### src/rtl/irq_pkg.sv
package irq_pkg;

    typedef enum logic [1:0] {
        ACC_IDLE  = 2'd0,
        ACC_READ  = 2'd1,
        ACC_WRITE = 2'd2
    } bus_acc_e;

    localparam int unsigned SRC_COUNT_DEF  = 7;
    localparam int unsigned ADDR_W_DEF     = 4;
    localparam int unsigned FLAG_ADDR_DEF  = 13;
    localparam int unsigned MASK_ADDR_DEF  = 14;
    localparam int unsigned SHIFT_ADDR_DEF = 10;
    localparam int unsigned SHIFT_BIT_DEF  = 2;

endpackage

### src/rtl/irq_flag_reg.sv
module irq_flag_reg #(
    parameter int unsigned NUM_SRC = 7
) (
    input  logic               clk,
    input  logic               rst_n,
    input  logic [NUM_SRC-1:0] set_i,
    input  logic [NUM_SRC-1:0] clr_i,
    output logic [NUM_SRC-1:0] flags_o
);

    typedef struct packed {
        logic [NUM_SRC-1:0] flags;
    } flag_st_t;

    flag_st_t st_d, st_q;
    logic [NUM_SRC-1:0] bit_next;

    // One next-state cell per source: a set overrides every clear.
    for (genvar g = 0; g < NUM_SRC; g++) begin : g_cell
        assign bit_next[g] = set_i[g] | (st_q.flags[g] & ~clr_i[g]);
    end

    always_comb begin
        st_d       = st_q;
        st_d.flags = bit_next;
    end

    always_ff @(posedge clk) begin
        if (!rst_n) begin
            st_q <= '0;
        end else begin
            st_q <= st_d;
        end
    end

    assign flags_o = st_q.flags;

endmodule

### src/rtl/irq_mask_reg.sv
module irq_mask_reg #(
    parameter int unsigned NUM_SRC = 7
) (
    input  logic               clk,
    input  logic               rst_n,
    input  logic               wr_i,
    input  logic               set_mode_i,
    input  logic [NUM_SRC-1:0] bits_i,
    output logic [NUM_SRC-1:0] en_o
);

    typedef struct packed {
        logic [NUM_SRC-1:0] en;
    } mask_st_t;

    mask_st_t st_d, st_q;

    always_comb begin
        st_d = st_q;
        if (wr_i) begin
            if (set_mode_i) begin
                st_d.en = st_q.en | bits_i;
            end else begin
                st_d.en = st_q.en & ~bits_i;
            end
        end
    end

    always_ff @(posedge clk) begin
        if (!rst_n) begin
            st_q <= '0;
        end else begin
            st_q <= st_d;
        end
    end

    assign en_o = st_q.en;

endmodule

### src/rtl/irq_summary.sv
module irq_summary #(
    parameter int unsigned NUM_SRC = 7
) (
    input  logic [NUM_SRC-1:0] flags_i,
    input  logic [NUM_SRC-1:0] en_i,
    output logic               summary_o,
    output logic               irq_n_o
);

    logic [NUM_SRC-1:0] pending;

    assign pending   = flags_i & en_i;
    assign summary_o = |pending;
    assign irq_n_o   = ~summary_o;

endmodule

### src/rtl/irq_flag_unit.sv
module irq_flag_unit #(
    parameter int unsigned NUM_SRC    = irq_pkg::SRC_COUNT_DEF,
    parameter int unsigned ADDR_W     = irq_pkg::ADDR_W_DEF,
    parameter int unsigned FLAG_ADDR  = irq_pkg::FLAG_ADDR_DEF,
    parameter int unsigned MASK_ADDR  = irq_pkg::MASK_ADDR_DEF,
    parameter int unsigned SHIFT_ADDR = irq_pkg::SHIFT_ADDR_DEF,
    parameter int unsigned SHIFT_BIT  = irq_pkg::SHIFT_BIT_DEF
) (
    input  logic               clk,
    input  logic               rst_n,
    input  logic [NUM_SRC-1:0] src_set,
    input  logic [NUM_SRC-1:0] src_clr,
    input  logic               bus_sel,
    input  logic               bus_wr,
    input  logic [ADDR_W-1:0]  bus_addr,
    input  logic [NUM_SRC:0]   bus_wdata,
    output logic [NUM_SRC:0]   bus_rdata,
    output logic               irq_n
);

    import irq_pkg::*;

    localparam int unsigned DATA_W = NUM_SRC + 1;
    localparam int unsigned OP_BIT = DATA_W - 1;

    bus_acc_e           acc;
    logic               hit_flag, hit_mask, hit_shift;
    logic               flag_wr, mask_wr;
    logic [NUM_SRC-1:0] bus_clr, shift_clr, clr_all;
    logic [NUM_SRC-1:0] flags_q, en_q;
    logic               summary;

    always_comb begin
        if (!bus_sel) begin
            acc = ACC_IDLE;
        end else if (bus_wr) begin
            acc = ACC_WRITE;
        end else begin
            acc = ACC_READ;
        end
    end

    assign hit_flag  = (bus_addr == ADDR_W'(FLAG_ADDR));
    assign hit_mask  = (bus_addr == ADDR_W'(MASK_ADDR));
    assign hit_shift = (bus_addr == ADDR_W'(SHIFT_ADDR));

    assign flag_wr = (acc == ACC_WRITE) && hit_flag;
    assign mask_wr = (acc == ACC_WRITE) && hit_mask;

    always_comb begin
        shift_clr = '0;
        shift_clr[SHIFT_BIT] = (acc != ACC_IDLE) && hit_shift;
    end

    assign bus_clr = flag_wr ? bus_wdata[NUM_SRC-1:0] : '0;
    assign clr_all = src_clr | bus_clr | shift_clr;

    irq_flag_reg #(.NUM_SRC(NUM_SRC)) u_flags (
        .clk     (clk),
        .rst_n   (rst_n),
        .set_i   (src_set),
        .clr_i   (clr_all),
        .flags_o (flags_q)
    );

    irq_mask_reg #(.NUM_SRC(NUM_SRC)) u_mask (
        .clk        (clk),
        .rst_n      (rst_n),
        .wr_i       (mask_wr),
        .set_mode_i (bus_wdata[OP_BIT]),
        .bits_i     (bus_wdata[NUM_SRC-1:0]),
        .en_o       (en_q)
    );

    irq_summary #(.NUM_SRC(NUM_SRC)) u_sum (
        .flags_i   (flags_q),
        .en_i      (en_q),
        .summary_o (summary),
        .irq_n_o   (irq_n)
    );

    always_comb begin
        bus_rdata = '0;
        if (acc == ACC_READ) begin
            if (hit_flag) begin
                bus_rdata = {summary, flags_q};
            end else if (hit_mask) begin
                bus_rdata = {1'b1, en_q};
            end
        end
    end

endmodule

### config.mk
export PLATFORM = sky130hd
export DESIGN_NAME = irq_flag_unit
export DESIGN_NICKNAME = d
export VERILOG_FILES = /design/src/rtl/irq_pkg.sv /design/src/rtl/irq_flag_reg.sv /design/src/rtl/irq_mask_reg.sv /design/src/rtl/irq_summary.sv /design/src/rtl/irq_flag_unit.sv
export SDC_FILE = /design/constraint.sdc
export NUM_CORES = 1
export LEC_CHECK = 0
export ABC_CLOCK_PERIOD_IN_PS = 1800
export BUFFER_PORTS_ARGS = -buffer_cell sky130_fd_sc_hd__clkbuf_2
export CAP_MARGIN = 5
export CORE_UTILIZATION = 43
export CTS_CLUSTER_SIZE = 12
export DETAILED_ROUTE_END_ITERATION = 10
export PLACE_DENSITY = 0.75
export SYNTH_ARGS = -nofsm -noshare
export SYNTH_HDL_FRONTEND = slang
export SYNTH_SLANG_ARGS = --single-unit
### constraint.sdc
create_clock -name clk -period 1.8 [get_ports clk]
set_input_delay 0.45 -clock clk [delete_from_list [all_inputs] [get_ports clk]]
set_output_delay 0.45 -clock clk [all_outputs]
set_load 0.005 [all_outputs]
==> results of run 1 <==
cell type report:
type	count	area [um2]
fill	161	672
clock buffer	4	36.3
tap	25	31.3
inverter	7	26.3
timing repair buffer	46	250
sequential	14	282
multi-input combinational	63	448
synth_stat cells (all sizes together):
library cell | instances | share of area, %
nand3 | 7 | 4.3
clkbuf | 1 | 0.46
o22ai | 1 | 0.77
and4b | 2 | 2.6
and4bb | 1 | 1.5
nand2 | 8 | 3.7
a21oi | 1 | 0.62
inv | 7 | 3.2
a222oi | 1 | 1.2
nor2 | 7 | 3.2
mux2i | 7 | 8.6
buf | 6 | 6.9
nand4b | 1 | 1.1
a311oi | 6 | 8.0
o21a | 6 | 5.5
dfxtp | 14 | 35
o211a | 1 | 1.2
nand2b | 2 | 1.5
and3 | 1 | 0.77
a22oi | 9 | 8.3
and2 | 1 | 0.77
or2b | 1 | 0.92
logic make-up (layout without fill, tap and decap cells):
kind of cell	count (synthesis)	after routing
AND/OR/NAND/NOR	31	31
AO/OA/AOI/OAI	25	25
flip-flops	14	14
buffers and inverters	14	57
multiplexers	7	7
through the flow:
step | hold WS [ns] | area, um2 | utilization (%) | instances | total power (uW)
2_1_floorplan | 0.451 | 812 | - | 91 | 380
3_3_place_gp | 0.462 | 1030 | 58.8 | 154 | 426
3_5_place_dp | 0.470 | 1030 | 58.8 | 154 | 429
4_1_cts | 0.359 | 1070 | 61.4 | 159 | 658
5_1_grt | 0.362 | 1070 | 61.5 | 159 | 686
6_report | 0.365 | 1070 | 61.5 | 159 | 650
what timing repair did:
action                     in CTS  in global routing
setup endpoints to repair       1                  9
pin swaps                       3                  0
hold buffers                    0                  0
buffers inserted                1                  0
resized for setup               1                  1
worst register-to-register path, cell delays in order, from the launching register on:
cell and delay [ns]:
dfxtp_1 0.36, inv_1 0.05, a311oi_1 0.25, o21a_1 0.14
power by group through the flow:
stage / Sequential [uW] / Combinational, uW / Clock [uW]
floorplan: 334 / 46.5 / 0
global placement: 336 / 89.9 / 0
detailed placement: 337 / 92.8 / 0
CTS: 329 / 93.4 / 235
global route: 331 / 104 / 252
finish: 329 / 93.6 / 228
routing by layer:
layer  GRT usage [%]  wire length [um]  up-vias
met1            24.1               827      382
li1                -                 -      422
met4            6.67                13        0
met2            36.3               977       27
met5               0                 0        -
met3            5.95               102        2
worst max-delay path by stage:
| stage | startpoint | endpoint | slack, ns | cells past startpoint |
|---|---|---|---|---|
| floorplan | bus_addr[1] | bus_rdata[7] | 0.21 | 4 |
| global placement | bus_addr[0] | bus_rdata[5] | 0.03 | 5 |
| detailed placement | bus_addr[0] | bus_rdata[7] | -0.008 | 5 |
| CTS | flip-flop | bus_rdata[7] | -0.03 | 4 |
| global route | flip-flop | bus_rdata[7] | -0.08 | 4 |
| finish | flip-flop | bus_rdata[7] | -0.02 | 4 |
==> run_results.csv, run 1 <==
group,metric,value,unit
logic_synthesis,syn-cell-area,812,um2
finish,final_common_cell,"clkbuf_2",
setup_path,worstPathRequired,1.35,ns
grt,first_global_vias,752,
status,violations,"negative setup slack",
timing,post-route-min-period,1.82,ns
grt,grt_util_all_layers,20.8,%
logic_synthesis,syn_avg_cell_area,8.92,um2
timing,fin_skew,0,ns
drt,drc_errors,0,
setup_path,end_kind,"output pin",
timing,setup_tns,-0.0185,ns
status,status,"complete, but fails checks",
drt,vias,833,
grt,grt_pass1_wl,3.05,mm
setup_path,rrSetupSlack,0.96,ns
finish,area_delta_synth_final,32.2,%
drt,drtPass1Iterations,4,
floorplanning,core,1750,um2
logic_synthesis,yosys.area_share.simple,20.5,%
setup_path,path_delay_family,"compound AO/OA/AOI/OAI gates",
setup_path,r2r_cells,3,
cts,cts-root-buf,"clkbuf_4",
cts,clk_pin_slew,0.09,ns
setup_path,timing.rr.end,"u_flags.flags_o[1]$_SDFF_PN0_",
logic_synthesis,synth.area.mux_share,8.63,%
placement,io_buffers,38,
logic_synthesis,synth_top_family_by_area,"compound AO/OA/AOI/OAI gates",
setup_path,path_buf_inv,1,
cts,htreeDepth,1,
setup_path,slowest_delay,0.34,ns
logic_synthesis,ys_warn_count,0,
drt,finalWirelength,1.92,mm
floorplanning,num_rows,15,
power_and_ir_drop,ir_drop,462,uV
placement,gp_congestion,0.767,
worst_hold_path,hold_path_class,"input pin to flip-flop",
timing,rsz0062_at_grt,"true",
power_and_ir_drop,pwr-share-clk,35.0,%
grt,grt_max_degree,16,
drt,vias_per_cell,5.24,
setup_path,worstPathCellList,"a222oi_1, and3_1, o22ai_1, clkbuf_2",
drt,drt_iter0_drc,12,
cts,numCtsBuffers,3,
logic_synthesis,synth-seq-cells,14,
worst_hold_path,hold_end,"u_flags.flags_o[4]$_SDFF_PN0_",
power_and_ir_drop,internal-power,493,uW
setup_path,arrival,1.37,ns
setup_path,crit_slowest_cell,"a222oi_1",
drt,ant_nets,0,
cts,cts_tree,"done",
logic_synthesis,yosysSeqAreaShare,34.5,%
floorplanning,die_h,45.5,um
run,maxCapViolCount,0,
cts,clockBufferDepth,2,
power_and_ir_drop,p_seq_share,50.6,%
power_and_ir_drop,sw_frac_of_total,24.3,%
logic_synthesis,synth_compound_area_share,25.7,%
setup_path,startpoint_type,"flip-flop",
timing,relSlewSlack,78.5,%
timing,fmax,550,MHz
finish,drive_gt1_share,41.0,%
setup_path,cp_max_fo,2,
placement,pre_cts_slack,-0.00771,ns
power_and_ir_drop,p_comb_share,14.4,%
finish,final_cell_mix,"38 x clkbuf_2, 13 x dfxtp_1, 9 x a22oi_1",
finish,nNetsFinal,165,
logic_synthesis,synthCells,91,
floorplanning,die_x,45.5,um
worst_hold_path,holdCritStartpoint,"src_set[4]",
power_and_ir_drop,p_sw,158,uW
cts,cts.sinks,14,
timing,setup_viol,1,
finish,diodes,0,
grt,grt_overflow_total,0,
floorplanning,fp.dieArea,2070,um2
grt,antenna_found_initial,0,
timing,hold_viol_final,0,
floorplanning,initial_core_util,46.5,%
floorplanning,ios,39,
logic_synthesis,synthDistinctLibCells,27,
logic_synthesis,synth-xor-area-share,0,%
power_and_ir_drop,power.leakage,0.000508,uW
cts,insertion_delay,0.28,ns
timing,slew_violations,0,
logic_synthesis,synthAdderAreaFrac,0,%
logic_synthesis,syn-num-nets,121,
timing,layout_setup_ws,-0.0185,ns
setup_path,crit_type,"flip-flop to output pin",
timing,fin_crit_sh,101,%
power_and_ir_drop,powerDensity,606,nW/um2
setup_path,r2r_start,"u_flags.flags_o[1]$_SDFF_PN0_",
drt,wl_per_cell,12.1,um
timing,tightest_slew,0.323,ns
worst_hold_path,whs_path_depth,2,
placement,post-dp-hpwl,1.48,mm
Power figures use the tool's default switching activity.
==> run 2: changes to the inputs <==
Settings changed: ABC_CLOCK_PERIOD_IN_PS 1800 to 1950.
Clock period 1.8 ns to 1.95 ns, I/O delays scaled along.
==> run_results.csv, run 2 (same netlist as run 1, synthesis figures left out) <==
group,metric,value,unit
status,status,"finished, final reports clean",
placement,io_buffers,38,
timing,relSlewSlack,78.7,%
cts,cts_tree,"done",
cts,clockBufferDepth,2,
drt,drc_errors,0,
timing,hold_viol_final,0,
power_and_ir_drop,ir_drop,434,uV
drt,vias,853,
finish,multi_input_area,448,um2
finish,fillers,158,
cts,clk_pin_slew,0.09,ns
finish,drive_gt1_share,40.5,%
placement,post-dp-hpwl,1.46,mm
grt,grt_max_degree,16,
placement,gp_congestion,0.772,
floorplanning,core,1750,um2
floorplanning,fp.dieArea,2070,um2
timing,fin_crit_sh,97.2,%
finish,final_cell_mix,"38 x clkbuf_2, 12 x dfxtp_1, 9 x a22oi_1",
floorplanning,num_rows,15,
cts,insertion_delay,0.29,ns
drt,drtPass1Iterations,4,
floorplanning,die_x,45.5,um
cts,cts-root-buf,"clkbuf_4",
drt,vias_per_cell,5.47,
finish,final_common_cell,"clkbuf_2",
timing,tightest_slew,0.319,ns
drt,drt_iter0_drc,20,
finish,diodes,0,
power_and_ir_drop,power.leakage,0.000492,uW
setup_path,startpoint_type,"flip-flop",
drt,wl_per_cell,12.4,um
timing,post-route-min-period,1.89,ns
timing,slew_violations,0,
floorplanning,ios,39,
timing,layout_setup_ws,0.0551,ns
placement,pre_cts_slack,0.0835,ns
finish,area_delta_synth_final,29.6,%
timing,rsz0062_at_grt,"true",
grt,grt_overflow_total,0,
run,maxCapViolCount,0,
drt,ant_nets,0,
drt,finalWirelength,1.93,mm
cts,cts.sinks,14,
setup_path,end_kind,"output pin",
power_and_ir_drop,powerDensity,578,nW/um2
setup_path,worstPathRequired,1.46,ns
cts,htreeDepth,1,
timing,fin_skew,0,ns
grt,antenna_found_initial,0,
floorplanning,die_h,45.5,um
cts,cts_hold_buf,0,
setup_path,crit_type,"flip-flop to output pin",
setup_path,cp_max_fo,3,
cts,numCtsBuffers,3,
timing,setup_viol,0,
finish,nNetsFinal,162,
floorplanning,initial_core_util,46.5,%
finish,fin_area,1050,um2
setup_path,arrival,1.41,ns
finish,regArea,283,um2
grt,first_global_vias,725,
worst_hold_path,hold_path_class,"input pin to flip-flop",
setup_path,rrSetupSlack,1.12,ns
timing,fmax,528,MHz
grt,grt_pass1_wl,3.13,mm
grt,grt_util_all_layers,21.1,%
placement,place_area,1010,um2
## run 2: cell types whose count changed in the layout (fill, tap and decap cells not counted), sizes merged
cell  previous run  this run
buf              8         5
## run 2: layout make-up
type	count	share of cell area, %
clock buffer	4	3.45
inverter	7	2.50
timing repair buffer	43	21.6
sequential	14	26.9
multi-input combinational	63	42.6
tap	25	2.97
## run 2: per-stage QoR
step / total power [uW] / setup TNS [ns] / cells / utilization (%) / hold WS [ns]
floorplan: 351 / 0 / 91 / - / 0.451
global placement: 392 / 0 / 152 / 57.9 / 0.462
detailed placement: 394 / 0 / 152 / 57.9 / 0.471
CTS: 610 / 0 / 156 / 60.0 / 0.403
global route: 633 / -0.00150 / 156 / 60.3 / 0.394
finish: 609 / 0 / 156 / 60.3 / 0.396
## run 2: routing by layer
| layer | up-vias | GRT usage (%) | part of all wire (%) |
|---|---|---|---|
| met4 | 0 | 4.24 | 0.47 |
| met5 | - | 0 | 0 |
| li1 | 417 | - | - |
| met2 | 36 | 36.6 | 49 |
| met1 | 397 | 25.0 | 43 |
| met3 | 3 | 7.14 | 7.2 |
## run 2: timing repair
action                     4_1_cts  5_1_grt
setup buffers                    0        0
gates resized for setup          0        3
setup endpoints to repair        0        2
## run 2: critical path, stage by stage, from the launching register on
cell and delay, ns:
dfxtp_2 0.34, a222oi_1 0.36, and3_1 0.22, o22ai_1 0.08
clkbuf_2 0.11
## run 2: worst paths after layout
kind                                               startpoint  depth (start not counted)                             to
worst max-delay path                                flip-flop                          4                   bus_rdata[7]
worst min-delay path                               src_set[3]                          2  u_flags.flags_o[3]$_SDFF_PN0_
worst max register to register  u_flags.flags_o[1]$_SDFF_PN0_                          3  u_flags.flags_o[1]$_SDFF_PN0_
worst min register to register                      flip-flop                          2                      flip-flop
## run 2: power breakdown
group	internal (uW)	total (uW)	switching, uW	leakage [uW]
Clock	114	220	106	0.0000210
Combinational	43.8	84.5	40.7	0.000355
Sequential	296	304	7.63	0.000116
